--- src/rtl/xlat_ctx_pkg.sv ---
package xlat_ctx_pkg;
  localparam int unsigned WIN_BITS   = 6;
  localparam logic [5:0] OFS_CTRL    = 6'h00;
  localparam logic [5:0] OFS_STAT    = 6'h20;
  localparam logic [5:0] OFS_FADDR   = 6'h30;

  localparam int unsigned B_EN       = 0;
  localparam int unsigned B_FLUSH    = 1;
  localparam int unsigned B_IE       = 2;
  localparam int unsigned B_AF       = 16;
  localparam int unsigned B_RMP      = 17;

  typedef enum logic [1:0] {SEL_NONE, SEL_CTRL, SEL_STAT, SEL_FADDR} reg_sel_e;

  function automatic logic [31:0] pack_status(input logic [3:0] f,
                                              input logic [2:0] code,
                                              input logic [1:0] lvl);
    logic [31:0] s;
    s        = '0;
    s[2:0]   = f[2:0];
    s[4]     = f[3];
    s[10:8]  = code;
    s[13:12] = lvl;
    return s;
  endfunction
endpackage

--- src/rtl/xlat_ctx_decode.sv ---
module xlat_ctx_decode
  import xlat_ctx_pkg::*;
#(
  parameter int unsigned NCTX = 4,
  parameter int unsigned AW   = 8,
  localparam int unsigned CIW = (NCTX > 1) ? $clog2(NCTX) : 1
) (
  input  logic            bus_sel,
  input  logic            bus_enable,
  input  logic            bus_write,
  input  logic [AW-1:0]   bus_addr,
  output logic [NCTX-1:0] wr_ctrl,
  output logic [NCTX-1:0] wr_stat,
  output logic [CIW-1:0]  rd_ctx,
  output reg_sel_e        rd_sel
);
  logic            access;
  logic [5:0]      ofs;
  logic [CIW-1:0]  ctx;
  reg_sel_e        sel;

  assign access = bus_sel & bus_enable;
  assign ofs    = bus_addr[WIN_BITS-1:0];
  assign ctx    = bus_addr[WIN_BITS +: CIW];

  always_comb begin
    if (int'(ctx) >= NCTX)      sel = SEL_NONE;
    else if (ofs == OFS_CTRL)   sel = SEL_CTRL;
    else if (ofs == OFS_STAT)   sel = SEL_STAT;
    else if (ofs == OFS_FADDR)  sel = SEL_FADDR;
    else                        sel = SEL_NONE;
  end

  for (genvar i = 0; i < NCTX; i++) begin : g_wr
    assign wr_ctrl[i] = access & bus_write & (ctx == CIW'(i)) & (sel == SEL_CTRL);
    assign wr_stat[i] = access & bus_write & (ctx == CIW'(i)) & (sel == SEL_STAT);
  end

  assign rd_ctx = ctx;
  assign rd_sel = sel;
endmodule

--- src/rtl/xlat_ctx_slice.sv ---
module xlat_ctx_slice
  import xlat_ctx_pkg::*;
#(
  parameter int unsigned DW  = 32,
  parameter int unsigned IAW = 32
) (
  input  logic           clk,
  input  logic           rst_n,
  input  logic           wr_ctrl,
  input  logic           wr_stat,
  input  logic [DW-1:0]  wdata,
  input  logic           flush_done,
  input  logic           flt_hit,
  input  logic [3:0]     flt_kind,
  input  logic [2:0]     flt_code,
  input  logic [1:0]     flt_level,
  input  logic [IAW-1:0] flt_addr,
  output logic [31:0]    ctrl_rd,
  output logic [31:0]    stat_rd,
  output logic [IAW-1:0] faddr_rd,
  output logic           flush_req,
  output logic           irq_src
);
  logic           en_q, ie_q, af_q, rmp_q, pend_q, freq_q;
  logic [3:0]     flags_q, flags_n, base_flags;
  logic [2:0]     code_q, code_n, base_code;
  logic [1:0]     lvl_q, lvl_n, base_lvl;
  logic [IAW-1:0] addr_q, addr_n, base_addr;
  logic           start, clr;

  // a new flush may start when none is pending or the pending one finishes now
  assign start = wr_ctrl & wdata[B_FLUSH] & (~pend_q | flush_done);
  assign clr   = wr_stat & (wdata == '0);

  always_ff @(posedge clk) begin
    if (!rst_n) begin
      en_q <= 1'b0; ie_q <= 1'b0; af_q <= 1'b0; rmp_q <= 1'b0;
      pend_q <= 1'b0; freq_q <= 1'b0;
    end else begin
      if (wr_ctrl) begin
        en_q  <= wdata[B_EN];
        ie_q  <= wdata[B_IE];
        af_q  <= wdata[B_AF];
        rmp_q <= wdata[B_RMP];
      end
      pend_q <= (pend_q & ~flush_done) | start;
      freq_q <= start;
    end
  end

  always_comb begin
    base_flags = clr ? '0 : flags_q;
    base_code  = clr ? '0 : code_q;
    base_lvl   = clr ? '0 : lvl_q;
    base_addr  = clr ? '0 : addr_q;
    flags_n = base_flags;
    code_n  = base_code;
    lvl_n   = base_lvl;
    addr_n  = base_addr;
    if (flt_hit && (flt_kind != '0)) begin
      if (base_flags == '0) begin
        flags_n = flt_kind;
        code_n  = flt_code;
        lvl_n   = flt_level;
        addr_n  = flt_addr;
      end else begin
        flags_n = base_flags | flt_kind;
      end
    end
  end

  always_ff @(posedge clk) begin
    if (!rst_n) begin
      flags_q <= '0; code_q <= '0; lvl_q <= '0; addr_q <= '0;
    end else begin
      flags_q <= flags_n; code_q <= code_n; lvl_q <= lvl_n; addr_q <= addr_n;
    end
  end

  always_comb begin
    ctrl_rd          = '0;
    ctrl_rd[B_EN]    = en_q;
    ctrl_rd[B_FLUSH] = pend_q;
    ctrl_rd[B_IE]    = ie_q;
    ctrl_rd[B_AF]    = af_q;
    ctrl_rd[B_RMP]   = rmp_q;
  end

  assign stat_rd   = pack_status(flags_q, code_q, lvl_q);
  assign faddr_rd  = (flags_q != '0) ? addr_q : '0;
  assign flush_req = freq_q;
  assign irq_src   = ie_q & (flags_q != '0);

  // request is a single-cycle pulse
  a_r4_req_single: assert property (@(posedge clk) disable iff (!rst_n)
    flush_req |=> !flush_req);
  // while a request pulse is out, the flush bit reads as pending
  a_r4_req_pending: assert property (@(posedge clk) disable iff (!rst_n)
    flush_req |-> ctrl_rd[B_FLUSH]);
  // a write during a pending flush that is not finishing yields no pulse
  a_r5_no_repeat: assert property (@(posedge clk) disable iff (!rst_n)
    (wr_ctrl && pend_q && !flush_done) |=> !flush_req);
  // zero write clears status when no fault arrives together with it
  a_r8_zero_clear: assert property (@(posedge clk) disable iff (!rst_n)
    (clr && !flt_hit) |=> (stat_rd == '0 && faddr_rd == '0));
  // address is held while flags remain and no clear happens
  a_r7_addr_keep: assert property (@(posedge clk) disable iff (!rst_n)
    ((flags_q != '0) && !clr) |=> $stable(faddr_rd));
endmodule

--- src/rtl/xlat_ctx_regbank.sv ---
module xlat_ctx_regbank
  import xlat_ctx_pkg::*;
#(
  parameter int unsigned NCTX = 4,
  parameter int unsigned AW   = 8,
  parameter int unsigned DW   = 32,
  parameter int unsigned IAW  = 32,
  localparam int unsigned CIW = (NCTX > 1) ? $clog2(NCTX) : 1
) (
  input  logic            clk,
  input  logic            rst_n,
  input  logic            bus_sel,
  input  logic            bus_enable,
  input  logic            bus_write,
  input  logic [AW-1:0]   bus_addr,
  input  logic [DW-1:0]   bus_wdata,
  output logic [DW-1:0]   bus_rdata,
  output logic            bus_ready,
  output logic [NCTX-1:0] flush_req,
  input  logic [NCTX-1:0] flush_done,
  input  logic            flt_valid,
  input  logic [CIW-1:0]  flt_ctx,
  input  logic [3:0]      flt_kind,
  input  logic [2:0]      flt_code,
  input  logic [1:0]      flt_level,
  input  logic [IAW-1:0]  flt_addr,
  output logic            irq
);
  logic [NCTX-1:0] wr_ctrl, wr_stat, irq_v;
  logic [CIW-1:0]  rd_ctx;
  reg_sel_e        rd_sel;
  logic [31:0]     ctrl_rd  [NCTX];
  logic [31:0]     stat_rd  [NCTX];
  logic [IAW-1:0]  faddr_rd [NCTX];

  xlat_ctx_decode #(.NCTX(NCTX), .AW(AW)) u_dec (
    .bus_sel(bus_sel), .bus_enable(bus_enable), .bus_write(bus_write),
    .bus_addr(bus_addr), .wr_ctrl(wr_ctrl), .wr_stat(wr_stat),
    .rd_ctx(rd_ctx), .rd_sel(rd_sel)
  );

  for (genvar i = 0; i < NCTX; i++) begin : g_ctx
    xlat_ctx_slice #(.DW(DW), .IAW(IAW)) u_slice (
      .clk(clk), .rst_n(rst_n),
      .wr_ctrl(wr_ctrl[i]), .wr_stat(wr_stat[i]), .wdata(bus_wdata),
      .flush_done(flush_done[i]),
      .flt_hit(flt_valid && (flt_ctx == CIW'(i))),
      .flt_kind(flt_kind), .flt_code(flt_code), .flt_level(flt_level),
      .flt_addr(flt_addr),
      .ctrl_rd(ctrl_rd[i]), .stat_rd(stat_rd[i]), .faddr_rd(faddr_rd[i]),
      .flush_req(flush_req[i]), .irq_src(irq_v[i])
    );
  end

  always_comb begin
    bus_rdata = '0;
    for (int i = 0; i < NCTX; i++) begin
      if (rd_ctx == CIW'(i)) begin
        case (rd_sel)
          SEL_CTRL:  bus_rdata = DW'(ctrl_rd[i]);
          SEL_STAT:  bus_rdata = DW'(stat_rd[i]);
          SEL_FADDR: bus_rdata = DW'(faddr_rd[i]);
          default:   bus_rdata = '0;
        endcase
      end
    end
  end

  assign bus_ready = 1'b1;
  assign irq       = |irq_v;

  // interrupt can only rise after a fault record or a control write
  a_r10_irq_cause: assert property (@(posedge clk) disable iff (!rst_n)
    $rose(irq) |-> ($past(flt_valid) || $past(|wr_ctrl)));
  // a zero status write to every asserting context drops the interrupt
  a_r10_irq_drop: assert property (@(posedge clk) disable iff (!rst_n)
    (irq && ((irq_v & ~wr_stat) == '0) && (bus_wdata == '0) && !flt_valid && (wr_ctrl == '0))
    |=> !irq);
endmodule

--- config.mk ---
export PLATFORM = sky130hd
export DESIGN_NAME = xlat_ctx_regbank
export DESIGN_NICKNAME = d
export VERILOG_FILES = /design/src/rtl/xlat_ctx_pkg.sv /design/src/rtl/xlat_ctx_decode.sv /design/src/rtl/xlat_ctx_slice.sv /design/src/rtl/xlat_ctx_regbank.sv
export SDC_FILE = /design/constraint.sdc
export NUM_CORES = 1
export LEC_CHECK = 0
export BUFFER_PORTS_ARGS = -buffer_cell sky130_fd_sc_hd__buf_2
export CORE_AREA = 5 5 139 141
export DETAILED_ROUTE_END_ITERATION = 12
export DIE_AREA = 0 0 144 146
export PLACE_DENSITY = 0.68
export SLEW_MARGIN = 25
export SYNTH_ARGS = -nofsm -noshare
export SYNTH_HDL_FRONTEND = slang
export SYNTH_SLANG_ARGS = --single-unit
--- constraint.sdc ---
create_clock -name clk -period 7.05 [get_ports clk]
set_input_delay 2.115 -clock clk [delete_from_list [all_inputs] [get_ports clk]]
set_output_delay 2.115 -clock clk [all_outputs]
set_load 0.01 [all_outputs]
==> impl_metrics.json, run 1 <==
{
  "outcome": "complete, no violations",
  "nNetsFinal": 982,
  "slowest_delay_ps": 660,
  "r2r_start": "g_ctx[2].u_slice.flags_q[0]",
  "drive_above_1_share": 0.251,
  "rsz0062_at_grt": "false",
  "leakagePower_nw": 3.40,
  "period_share": 0.952,
  "final_util": 0.521,
  "synth.top_cell.area_share": 0.473,
  "hold_path.startpoint": "g_ctx[3].u_slice.addr_q[30]",
  "yosysTopAreaCell": "dfxtp_1",
  "routabilityCongestion": 0.829,
  "postCtsHoldBufs": 0,
  "fill_cells": 1661,
  "p_per_area_nw_per_um2": 243,
  "multi_input_area_um2": 3840,
  "fmax_ghz": 0.149,
  "hold_depth": 1,
  "drtPass1Iterations": 5,
  "drt_iter0_markers": 697,
  "synth_most_common_cell": "dfxtp_1",
  "synth_edf_count": 0,
  "design_area_um2": 9300,
  "final_antenna_net_count": 0,
  "yosysWarnings": 0,
  "syn-num-nets": 885,
  "dieArea_um2": 21000,
  "drc": 0,
  "clock_latency_ps": 430,
  "crit_slowest_cell": "a2111oi_0",
  "synth_common_cells": "188 x dfxtp_1, 119 x o2bb2ai_1, 65 x nand2_1",
  "crit_chain": "buf_2 -> or4_1 -> nor3_1 -> a221oi_1 -> a31o_2 -> a2111oi_0 -> buf_2",
  "setup_tns_ps": 0,
  "seq_area_um2": 3760,
  "syn_to_final_growth_pct": 16.9,
  "grt_max_degree": 46,
  "cp_common_cell": "buf_2",
  "hp-class": "reg2reg",
  "grt_pass1_wl_um": 38500,
  "path_clk_slew_ps": 70,
  "end_kind": "output pin",
  "skew_ps": 9.95,
  "root_buffer": "clkbuf_16",
  "io_pins": 131,
  "crit_arrival_ps": 4590,
  "max_cap_viol_count": 0,
  "dp.cells": 1099,
  "grt_pass1_vias": 6990,
  "cts_setup_buffers": 0,
  "grtUsageTotal": 0.230,
  "synth.distinct_cells": 52,
  "drt-total-wl_um": 24100,
  "crit_type": "in2out",
  "synth_area_leaders": "dfxtp_1 47%, o2bb2ai_1 13%, a221oi_1 5.8%",
  "cp_max_fo": 4,
  "netlist_instances": 792,
  "cts_tree": "done",
  "start_util": 0.446,
  "vdd_drop_max_uv": 184,
  "syn_avg_cell_area_um2": 10.0,
  "seq_area_frac_synth": 0.473,
  "cp.required_ps": 4930,
  "hold_violations": 0,
  "dr_total_vias": 7044,
  "die_h_um": 146,
  "fp.dieW_um": 144,
  "diodes": 0,
  "clockBufferDepth": 2,
  "p_total_w": 0.00226,
  "tightestPinTransition_ps": 966,
  "synth_seq_cells": 188,
  "cts_buffers": 17,
  "start_kind": "input pin",
  "stdcell_count": 1130,
  "setup-violations-final": 0,
  "r2r-end": "g_ctx[2].u_slice.addr_q[2]",
  "slew_headroom": 0.356,
  "whs_endpoint": "g_ctx[3].u_slice.addr_q[30]",
  "dpl_cell_area_um2": 8750,
  "synth_area_um2": 7960,
  "r2r_slack_ps": 4650,
  "fin_crit_ps": 6710,
  "antenna_found_initial": 0,
  "cts-resized-gates": 0,
  "vias_per_cell": 6.23,
  "synthArstFlopShare": 0,
  "coreArea_um2": 17800,
  "post_drt_wl_per_cell_um": 21.3,
  "cts_max_level": 4,
  "cts.sinks": 188,
  "drv_slew": 0,
  "ys_dominant_reg_cell": "dfxtp_1",
  "overflow": 0,
  "io_buffers": 129,
  "dp_hpwl_um": 15300,
  "reg2reg_depth": 3,
  "fp-row-count": 49
}
## critical path, delay by kind of cell
kind	cells	cell delay (ps)
AO/OA/AOI/OAI	3	1040
buffers and inverters	2	360
AND/OR/NAND/NOR	2	1090
## layer usage
metal	vias to the layer above	global-route usage	share of wire
li1	3277	-	-
met1	3433	0.329	0.45
met2	284	0.352	0.46
met3	50	0.0421	0.068
met4	0	0.0697	0.022
met5	-	0	0
## per-stage QoR
stage / hold slack (ps) / setup slack [ps]
6_report: 463 / 340
5_1_grt: 476 / 253
4_1_cts: 466 / 308
2_1_floorplan: 432 / 622
3_5_place_dp: 447 / 314
3_3_place_gp: 444 / 362
## layout make-up
class                      instances  share of cell area
tap                              229              0.0308
clock inverter                    10              0.0125
timing repair buffer             155              0.0904
clock buffer                      21              0.0473
sequential                       188               0.405
inverter                           4             0.00161
multi-input combinational        523               0.413
## how the worst max path moves through the flow
stage	start	endpoint	slack, ps	cells past startpoint
3_3_place_gp	bus_addr[1]	bus_rdata[16]	360	7
3_5_place_dp	bus_addr[1]	bus_rdata[16]	310	7
4_1_cts	bus_addr[1]	bus_rdata[16]	310	7
6_report	bus_addr[1]	bus_rdata[16]	340	7
2_1_floorplan	bus_addr[1]	bus_rdata[16]	620	7
5_1_grt	bus_addr[1]	bus_rdata[16]	250	7
## layout by cell type (no fill, tap or decap), drive strengths merged, types with 2 or more instances in the layout
| cell | netlist | final |
|---|---|---|
| a22oi | 19 | 19 |
| and3 | 4 | 4 |
| o211a | 2 | 2 |
| or4 | 8 | 8 |
| mux2i | 12 | 12 |
| or3 | 3 | 3 |
| clkinv | 0 | 3 |
| nand2b | 4 | 4 |
| a221oi | 53 | 53 |
| o21a | 4 | 4 |
| a21oi | 49 | 49 |
| and2 | 3 | 3 |
| nor4 | 18 | 18 |
| o31ai | 2 | 2 |
| clkinvlp | 0 | 2 |
| o21ai | 10 | 10 |
| o2bb2ai | 149 | 149 |
| nand2 | 65 | 65 |
| bufinv | 0 | 2 |
| nor2b | 26 | 26 |
| dfxtp | 188 | 188 |
| inv | 4 | 7 |
| mux2 | 2 | 2 |
| a21boi | 12 | 12 |
| nand4 | 4 | 4 |
| buf | 26 | 155 |
| nor3 | 35 | 35 |
| nor2 | 9 | 9 |
| clkbuf | 51 | 21 |
| nand3 | 13 | 13 |
## cell families (layout without fill, tap and decap cells)
group           Yosys count  count (layout)  synth area share
compound gates          308             308             0.329
other cells               1               1          0.000471
mux                      14              14            0.0179
flops                   188             188             0.473
simple gates            200             200             0.131
buf+inv                  81             190            0.0487
## flip-flops by register name (all words and copies together) (netlist names), 8 cells and up
signal                 count
g_ctx.u_slice.code_q      12
g_ctx.u_slice.flags_q     16
g_ctx.u_slice.addr_q     128
g_ctx.u_slice.lvl_q        8
## report_power, final
group / switching, W / internal (W) / total (W)
Clock: 0.000407 / 0.000522 / 0.000929
Combinational: 0.000140 / 0.0000760 / 0.000216
Sequential: 0.0000204 / 0.00109 / 0.00111
Note: power is estimated with default switching activity, not from simulation.
==> run 2, diff against run 1 <==
--- a/config.mk
+++ b/config.mk
@@ -9,7 +9,7 @@
 export CORE_AREA = 5 5 139 141
 export DETAILED_ROUTE_END_ITERATION = 12
 export DIE_AREA = 0 0 144 146
-export PLACE_DENSITY = 0.68
+export PLACE_DENSITY = 0.63
 export SLEW_MARGIN = 25
 export SYNTH_ARGS = -nofsm -noshare
 export SYNTH_HDL_FRONTEND = slang
==> constraint.sdc (replaced) <==
create_clock -name clk -period 7.9 [get_ports clk]
set_input_delay 2.37 -clock clk [delete_from_list [all_inputs] [get_ports clk]]
set_output_delay 2.37 -clock clk [all_outputs]
set_load 0.01 [all_outputs]
==> impl_metrics.json, run 2 (same netlist as run 1, synthesis figures left out) <==
{
  "vdd_drop_max_uv": 153,
  "crit_arrival_ps": 4980,
  "leakagePower_nw": 3.42,
  "hold_violations": 0,
  "cts_max_level": 4,
  "dp.cells": 1096,
  "die_h_um": 146,
  "grt_max_degree": 49,
  "vias_per_cell": 6.15,
  "drtPass1Iterations": 5,
  "clockBufferDepth": 2,
  "crit_slowest_cell": "or4_1",
  "fin_crit_ps": 7350,
  "cts-resized-gates": 0,
  "coreArea_um2": 17800,
  "routabilityCongestion": 0.836,
  "root_buffer": "clkbuf_16",
  "postCtsHoldBufs": 0,
  "outcome": "complete, no violations",
  "drv_slew": 0,
  "io_buffers": 129,
  "drt_iter0_markers": 589,
  "crit_chain": "buf_2 -> or4_1 -> nor3_2 -> a221oi_1 -> a31o_2 -> a2111oi_0 -> buf_2",
  "cts.sinks": 188,
  "cts_setup_buffers": 0,
  "drive_above_1_share": 0.250,
  "p_per_area_nw_per_um2": 226,
  "hold_depth": 1,
  "tightestPinTransition_ps": 1110,
  "syn_to_final_growth_pct": 17.5,
  "cts_tree": "done",
  "mostFrequentLayoutCells": "188 x dfxtp_1, 129 x buf_2, 119 x o2bb2ai_1",
  "max_cap_viol_count": 0,
  "cts_buffers": 17,
  "drc": 0,
  "crit_buf_inv": 2,
  "reg2reg_depth": 3,
  "nNetsFinal": 979,
  "grtUsageTotal": 0.230,
  "final_common_cell": "dfxtp_1",
  "grt_pass1_vias": 6835,
  "top_regs": "g_ctx.u_slice.addr_q: 128 flops, g_ctx.u_slice.flags_q: 16 flops, g_ctx.u_slice.code_q: 12 flops",
  "dp_hpwl_um": 15400,
  "fp.dieW_um": 144,
  "cp_common_cell": "buf_2",
  "final_antenna_net_count": 0,
  "hp-class": "reg2reg",
  "dieArea_um2": 21000,
  "start_util": 0.446,
  "setup-violations-final": 0,
  "dr_total_vias": 6929,
  "cp.required_ps": 5530,
  "antenna_found_initial": 0,
  "fp-row-count": 49,
  "whs_ps": 465,
  "slowest_delay_ps": 810,
  "fmax_ghz": 0.136,
  "slew_headroom": 0.260,
  "start_kind": "input pin",
  "clock_latency_ps": 440,
  "grt_pass1_wl_um": 38300,
  "largest_register": "g_ctx.u_slice.addr_q",
  "fill_cells": 1627,
  "overflow": 0,
  "skew_ps": 9.23,
  "end_kind": "output pin",
  "rsz0062_at_grt": "false",
  "path_clk_slew_ps": 70,
  "drt-total-wl_um": 24300,
  "largest_register_ffs": 128,
  "cp_max_fo": 15,
  "crit_type": "in2out",
  "path_depth": 7,
  "io_pins": 131,
  "stdcell_count": 1126,
  "period_share": 0.930,
  "multi_input_area_um2": 3840,
  "seq_area_um2": 3760,
  "crit_family": "simple AND/OR/NAND/NOR gates",
  "post_drt_wl_per_cell_um": 21.6,
  "diodes": 0,
  "setup_tns_ps": 0
}
[run 2: path summary, 6_finish.rpt]
path / startpoint / to / slack [ps]
setup reg to reg: g_ctx[2].u_slice.flags_q[3] / g_ctx[2].u_slice.addr_q[4] / 5390
hold / removal: g_ctx[3].u_slice.addr_q[10] / g_ctx[3].u_slice.addr_q[10] / 460
hold reg to reg: g_ctx[3].u_slice.addr_q[10] / g_ctx[3].u_slice.addr_q[10] / 460
setup / recovery: bus_addr[1] / bus_rdata[16] / 550
[run 2: routing by layer]
metal	track usage	part of all wire	routed length, um
met1	0.320	0.45	11000
met2	0.356	0.46	11200
met3	0.0401	0.064	1560
met4	0.0862	0.024	589
met5	0	0	0
[run 2: where the power goes]
group	internal, W	switching, W	total [W]	leakage, nW
Clock	0.000542	0.000381	0.000924	0.305
Sequential	0.000976	0.0000179	0.000994	1.52
Combinational	0.0000671	0.000125	0.000192	1.59
[run 2: final cells by class]
| cell class | instances | area share |
|---|---|---|
| Inverter | 4 | 0.00161 |
| Multi-Input combinational cell | 523 | 0.411 |
| Timing Repair Buffer | 152 | 0.0875 |
| Tap cell | 229 | 0.0306 |
| Clock inverter | 11 | 0.0197 |
| Clock buffer | 19 | 0.0474 |
| Sequential cell | 188 | 0.403 |
[run 2: stage by stage]
stage	setup WS (ps)	area, um^2	util	power, W
3_5_place_dp	531	8720	0.489	0.00120
5_1_grt	352	9350	0.524	0.00218
3_3_place_gp	511	8720	0.489	0.00120
4_1_cts	518	9350	0.524	0.00212
6_report	553	9350	0.524	0.00211
2_1_floorplan	962	7960	-	0.00113
